File: src/rtl/alu_nzcv_pkg.sv
package alu_nzcv_pkg;

   typedef enum logic [2:0] {
      OP_ADD = 3'd0,
      OP_SUB = 3'd1,
      OP_AND = 3'd2,
      OP_OR  = 3'd3,
      OP_XOR = 3'd4,
      OP_SHL = 3'd5
   } alu_op_e;

   typedef enum logic [1:0] {
      BW_AND = 2'd0,
      BW_OR  = 2'd1,
      BW_XOR = 2'd2,
      BW_NONE = 2'd3
   } bw_sel_e;

   function automatic logic op_is_arith(input logic [2:0] code);
      return (code == OP_ADD) || (code == OP_SUB);
   endfunction

   function automatic logic op_is_bitwise(input logic [2:0] code);
      return (code == OP_AND) || (code == OP_OR) || (code == OP_XOR);
   endfunction

endpackage

File: src/rtl/alu_addsub.sv
module alu_addsub #(
   parameter int WIDTH  = 8,
   parameter bit RIPPLE = 1'b1
) (
   input  logic [WIDTH-1:0] a,
   input  logic [WIDTH-1:0] b,
   input  logic             sub,
   output logic [WIDTH-1:0] sum,
   output logic             carry_msb_in,
   output logic             carry_out
);
   localparam int MSB = WIDTH - 1;

   logic [WIDTH-1:0] b_eff;
   assign b_eff = b ^ {WIDTH{sub}};

   generate
      if (WIDTH < 2) begin : g_bad_width
         $error("alu_addsub: WIDTH must be at least 2");
      end

      if (RIPPLE) begin : g_ripple
         logic [WIDTH:0] chain;
         assign chain[0] = sub;
         for (genvar i = 0; i < WIDTH; i++) begin : g_bit
            logic half;
            assign half       = a[i] ^ b_eff[i];
            assign sum[i]     = half ^ chain[i];
            assign chain[i+1] = (a[i] & b_eff[i]) | (chain[i] & half);
         end
         assign carry_msb_in = chain[MSB];
         assign carry_out    = chain[WIDTH];
      end else begin : g_split
         logic [MSB:0] low;
         logic [1:0]   top;
         assign low = {1'b0, a[MSB-1:0]} + {1'b0, b_eff[MSB-1:0]} + {{MSB{1'b0}}, sub};
         assign carry_msb_in = low[MSB];
         assign top = {1'b0, a[MSB]} + {1'b0, b_eff[MSB]} + {1'b0, low[MSB]};
         assign sum       = {top[0], low[MSB-1:0]};
         assign carry_out = top[1];
      end
   endgenerate

   logic [WIDTH:0] wide_ref;
   always_comb begin
      wide_ref = {1'b0, a} + {1'b0, b_eff} + {{WIDTH{1'b0}}, sub};
      AST_ADDER_SUM: assert ({carry_out, sum} == wide_ref) else $error("adder sum mismatch");
   end

endmodule

File: src/rtl/alu_bitwise.sv
module alu_bitwise #(
   parameter int WIDTH = 8
) (
   input  logic [WIDTH-1:0]          a,
   input  logic [WIDTH-1:0]          b,
   input  alu_nzcv_pkg::bw_sel_e     sel,
   output logic [WIDTH-1:0]          res
);
   import alu_nzcv_pkg::*;

   generate
      for (genvar i = 0; i < WIDTH; i++) begin : g_lane
         always_comb begin
            case (sel)
               BW_AND:  res[i] = a[i] & b[i];
               BW_OR:   res[i] = a[i] | b[i];
               BW_XOR:  res[i] = a[i] ^ b[i];
               default: res[i] = 1'b0;
            endcase
         end
      end
   endgenerate

endmodule

File: src/rtl/alu_shl.sv
module alu_shl #(
   parameter int WIDTH = 8
) (
   input  logic [WIDTH-1:0] a,
   output logic [WIDTH-1:0] res,
   output logic             out_bit
);
   localparam int MSB = WIDTH - 1;

   assign res     = {a[MSB-1:0], 1'b0};
   assign out_bit = a[MSB];

endmodule

File: src/rtl/alu_flags.sv
module alu_flags #(
   parameter int WIDTH = 8
) (
   input  logic [WIDTH-1:0] res,
   output logic             neg,
   output logic             zero
);
   localparam int MSB = WIDTH - 1;

   logic [WIDTH-1:0] any_set;
   assign any_set[0] = res[0];
   generate
      for (genvar i = 1; i < WIDTH; i++) begin : g_or
         assign any_set[i] = any_set[i-1] | res[i];
      end
   endgenerate

   assign zero = ~any_set[MSB];
   assign neg  = res[MSB];

endmodule

File: src/rtl/alu_nzcv.sv
module alu_nzcv #(
   parameter int WIDTH  = 8,
   parameter bit RIPPLE = 1'b1
) (
   input  logic [WIDTH-1:0] op_a,
   input  logic [WIDTH-1:0] op_b,
   input  logic [2:0]       op_sel,
   output logic [WIDTH-1:0] result,
   output logic             flag_n,
   output logic             flag_z,
   output logic             flag_c,
   output logic             flag_v
);
   import alu_nzcv_pkg::*;

   localparam int MSB = WIDTH - 1;

   logic [WIDTH-1:0] add_sum, bw_res, shl_res;
   logic             add_cin_msb, add_cout, shl_out;
   bw_sel_e          bw_sel;

   alu_addsub #(.WIDTH(WIDTH), .RIPPLE(RIPPLE)) u_addsub (
      .a            (op_a),
      .b            (op_b),
      .sub          (op_sel == OP_SUB),
      .sum          (add_sum),
      .carry_msb_in (add_cin_msb),
      .carry_out    (add_cout)
   );

   always_comb begin
      case (op_sel)
         OP_AND:  bw_sel = BW_AND;
         OP_OR:   bw_sel = BW_OR;
         OP_XOR:  bw_sel = BW_XOR;
         default: bw_sel = BW_NONE;
      endcase
   end

   alu_bitwise #(.WIDTH(WIDTH)) u_bitwise (
      .a   (op_a),
      .b   (op_b),
      .sel (bw_sel),
      .res (bw_res)
   );

   alu_shl #(.WIDTH(WIDTH)) u_shl (
      .a       (op_a),
      .res     (shl_res),
      .out_bit (shl_out)
   );

   always_comb begin
      result = '0;
      flag_c = 1'b0;
      flag_v = 1'b0;
      if (op_is_arith(op_sel)) begin
         result = add_sum;
         flag_c = add_cout;
         flag_v = add_cin_msb ^ add_cout;
      end else if (op_is_bitwise(op_sel)) begin
         result = bw_res;
      end else if (op_sel == OP_SHL) begin
         result = shl_res;
         flag_c = shl_out;
      end
   end

   alu_flags #(.WIDTH(WIDTH)) u_flags (
      .res  (result),
      .neg  (flag_n),
      .zero (flag_z)
   );

   always_comb begin
      if (op_sel == OP_SUB) begin
         AST_SUB_NOT_BORROW: assert (flag_c == (op_a >= op_b)) else $error("sub carry wrong");
      end
      if (op_is_arith(op_sel)) begin
         AST_SIGNED_OVF: assert (flag_v == ((op_a[MSB] == (op_b[MSB] ^ (op_sel == OP_SUB))) && (result[MSB] != op_a[MSB]))) else $error("overflow wrong");
      end
      if (op_is_bitwise(op_sel)) begin
         AST_LOGIC_CV_CLEAR: assert (!flag_c && !flag_v) else $error("logic op left C/V set");
      end
      if (op_sel == OP_SHL) begin
         AST_SHL_OUT: assert (flag_c == op_a[MSB] && !flag_v && result[0] == 1'b0) else $error("shift flags wrong");
      end
      if (op_sel[2:1] == 2'b11) begin
         AST_UNUSED_CODE: assert (result == '0 && !flag_c && !flag_v && flag_z) else $error("unused code not quiet");
      end
   end

endmodule

File: config.mk
export PLATFORM = sky130hd
export DESIGN_NAME = alu_nzcv
export DESIGN_NICKNAME = d
export VERILOG_FILES = /design/src/rtl/alu_nzcv_pkg.sv /design/src/rtl/alu_addsub.sv /design/src/rtl/alu_bitwise.sv /design/src/rtl/alu_shl.sv /design/src/rtl/alu_flags.sv /design/src/rtl/alu_nzcv.sv
export SDC_FILE = /design/constraint.sdc
export NUM_CORES = 1
export LEC_CHECK = 0
export BUFFER_PORTS_ARGS = -buffer_cell sky130_fd_sc_hd__buf_2
export CORE_MARGIN = 3
export CORE_UTILIZATION = 50
export DETAILED_ROUTE_END_ITERATION = 10
export GPL_TIMING_DRIVEN = 0
export PLACE_DENSITY = 0.79
export SYNTH_ARGS = -nofsm -noshare
export SYNTH_HDL_FRONTEND = slang
export SYNTH_SLANG_ARGS = --single-unit
File: constraint.sdc
create_clock -name vclk -period 5.95
set_input_delay 0.595 -clock vclk [all_inputs]
set_output_delay 0.595 -clock vclk [all_outputs]
set_load 0.03 [all_outputs]
==> run metrics <==
result of the run complete, no violations; sequential cell area 0 um^2; fin worst setup slack between 0.2 and 0.3 ns; width of the die between 40 and 50 um; cts-stage hold buffer count 0; initial cell density of the core between 50% and 60%; nature of the critical path endpoint output pin; Worst setup SP type input port; routed vias/inst between 5 and 6; list of cells traversed by the critical path buf_2 > clkbuf_1 > nor3_4 > xnor2_1 > fa_1 > fa_1 > inv_1 > fa_1 > inv_1 > fa_1 > fa_1 > fa_1 > inv_1 > fa_1 > o22ai_1 > o21ai_0 > nor4_2 > buf_2; Core Box Area ~1800 um^2; number of sequential cells in the layout 0; Max-Slew Margin vs Limit 65.92%; WP data arrival between 5 and 6 ns; final clock period utilization by the worst path a little over nine tenths; All-Layer GR Usage around 20%; starting DRC count in detailed routing 15; row cnt 15; maximum number of pins on one net before global-route repair 11; global placer's final weighted congestion between 0.8 and 0.9; die height ~50 um; Crit-path slowest cell fa_1; worst min-delay path class input port to output pin; Worst Path Max Fanout 10; number of clock buffers in the layout 0; Critical Path Start op_sel[1]; Worst Path Class, Setup input port to output pin; wire length of the first global-routing pass about 4000 um; hold path startpoint op_sel[2]; Power per Cell Area 104.9 nW/um^2; count of max-cap constraint violations 0; number of filler cells placed in the layout ~180; number of antenna violations at the first check in global routing 0; CP dominant cell by count fa_1; total global routing overflow 0; Place WS -0.2195 ns; crit-path max cell delay ~0.45 ns; Max Clk Rate ~0.18 GHz; Tot Pwr ~0.00012 W; total setup violations reported at the end of the flow 0; area of the mapped netlist roughly 950 um^2; P_leak between 0.6 and 0.7 nW; DRT antenna net count 0; total count of hold-check failures in the final report 0; time the final worst path needs with I/O delays and setup about 5.7 ns; boundary pin count 31; Routed WL approximately 2400 um; synthesis-to-layout area growth 21.49%; proportion of synthesized chip area in sequential cells 0%; via count of the routed design slightly below 1,000; Antenna Cells 0; post-layout utilization of the core roughly two thirds; full die area 2470 um^2; count of warnings emitted by yosys 0; average wire per standard cell between 10 and 15 um; placed wire-length estimate after detailed placement a little under 2000 um; worst-margin pin slew 0.5112 ns; IR Drop Worst-Case VDD approximately 0.053 mV; share of layout cells above drive strength 1 roughly 27%; Cells after Synth about 130; port buffer count 29; post-detailed-route DRC marker count 0; library cells used by synthesis 37; drt pass-1 iters 4; Post-Synthesis Mean Instance Area between 7 and 8 um^2; final-stage net count between 200 and 250; via count of the first global-routing pass just over 900; number of nets in the synthesized netlist around 170; required time of the critical path 5.36 ns; RSZ-0062 raised after global routing no; number of pins with negative max-slew slack in the final report 0
worst max-delay path, delay by kind of cell:
kind / cells / cell delay [ns]
buf+inv: 6 / 1.03
simple gates: 2 / 0.33
fa+ha+maj: 7 / 2.63
compound gates: 2 / 0.32
xor+xnor: 1 / 0.17
cell families (layout without fill, tap and decap cells):
logic type      Yosys count  after routing  share of synthesized area (%)
mux                       8              8                          8.388
xor+xnor                  8              8                          7.340
fa+ha+maj                23             23                          35.65
simple gates             27             27                          14.94
buf+inv                  30             62                          13.63
compound gates           29             29                          20.05
area by class of cell:
| cell class | instances | area (um^2) | area share, % |
|---|---|---|---|
| inverters | 23 | 86.33 | 7.443 |
| multi-input cells | 95 | 830.8 | 71.63 |
| well taps | 25 | 31.28 | 2.697 |
| repair buffers | 32 | 167.7 | 14.46 |
| plain buffers | 7 | 43.79 | 3.776 |
report_power, final:
part           switching, W  internal [W]
combinational     0.0000734     0.0000482
sequential                0             0
clock                     0             0
metrics by stage:
stage	hold WS (ns)	area, um^2	cells	TNS [ns]
6_report	1.566	1160	182	0
5_1_grt	1.575	1160	182	0
4_1_cts	1.560	1137	179	0
3_5_place_dp	1.559	1131	179	-0.2195
3_3_place_gp	1.558	1131	179	-0.1559
2_1_floorplan	1.443	954.7	125	0
metal layers:
metal | vias up | GRT usage, % | part of all wire (%)
li1 | 489 | - | -
met1 | 457 | 26.15 | 46
met2 | 27 | 34.80 | 50
met3 | 0 | 1.208 | 3.8
met4 | 0 | 2.765 | 0
met5 | - | 0 | 0
layout by cell type (no fill, tap or decap):
| master | synthesis | routed |
|---|---|---|
| nor2_1 | 8 | 8 |
| nor2b_1 | 2 | 2 |
| a31o_2 | 1 | 1 |
| ha_1 | 16 | 16 |
| nor3_1 | 3 | 3 |
| and3_1 | 1 | 1 |
| o311ai_0 | 1 | 1 |
| xnor2_1 | 7 | 7 |
| a21o_1 | 3 | 3 |
| or2b_2 | 1 | 1 |
| buf_2 | 2 | 31 |
| o21ai_1 | 1 | 1 |
| clkbuf_1 | 2 | 2 |
| nand2b_1 | 1 | 1 |
| a2bb2oi_1 | 1 | 1 |
| mux2i_1 | 8 | 8 |
| a21oi_1 | 6 | 6 |
| o22ai_1 | 4 | 4 |
| nand2_1 | 6 | 6 |
| xor2_1 | 1 | 1 |
| inv_2 | 1 | 1 |
| nand3b_1 | 1 | 1 |
| o21ai_0 | 4 | 4 |
| fa_1 | 7 | 7 |
| a221oi_1 | 1 | 1 |
| a31oi_1 | 2 | 2 |
| a211oi_1 | 2 | 2 |
| nand3_1 | 1 | 1 |
| buf_6 | 1 | 1 |
| a32o_1 | 1 | 1 |
| o31ai_1 | 1 | 1 |
| inv_1 | 22 | 22 |
| o22a_1 | 1 | 1 |
| nor4_2 | 1 | 1 |
| or3_1 | 1 | 1 |
| nor3_4 | 0 | 1 |
| buf_4 | 2 | 5 |
what timing repair did:
action,4_1_cts,5_1_grt
cloned,0,0
setup buffers,0,3
gates resized for setup,1,0
pin swaps,0,1
setup endpoints to repair,1,1
synthesized netlist by cell type, types with 2 or more instances:
| library cell | number | share of area, % |
|---|---|---|
| o22ai_1 | 4 | 2.6 |
| nand2_1 | 6 | 2.4 |
| o21ai_0 | 4 | 2.1 |
| fa_1 | 7 | 15 |
| ha_1 | 16 | 21 |
| a21oi_1 | 6 | 3.1 |
| buf_2 | 2 | 1.0 |
| mux2i_1 | 8 | 8.4 |
| a211oi_1 | 2 | 1.6 |
| inv_1 | 22 | 8.7 |
| buf_4 | 2 | 1.6 |
| nor2_1 | 8 | 3.1 |
| a31oi_1 | 2 | 1.3 |
| nor2b_1 | 2 | 1.3 |
| a21o_1 | 3 | 2.4 |
| nor3_1 | 3 | 1.6 |
| clkbuf_1 | 2 | 0.79 |
| xnor2_1 | 7 | 6.4 |
worst paths after layout:
kind	to	slack, ns	cells after the start
setup / recovery	flag_z	0.28	18
hold / removal	result[6]	1.57	3
Note: power is estimated with default switching activity, not from simulation.
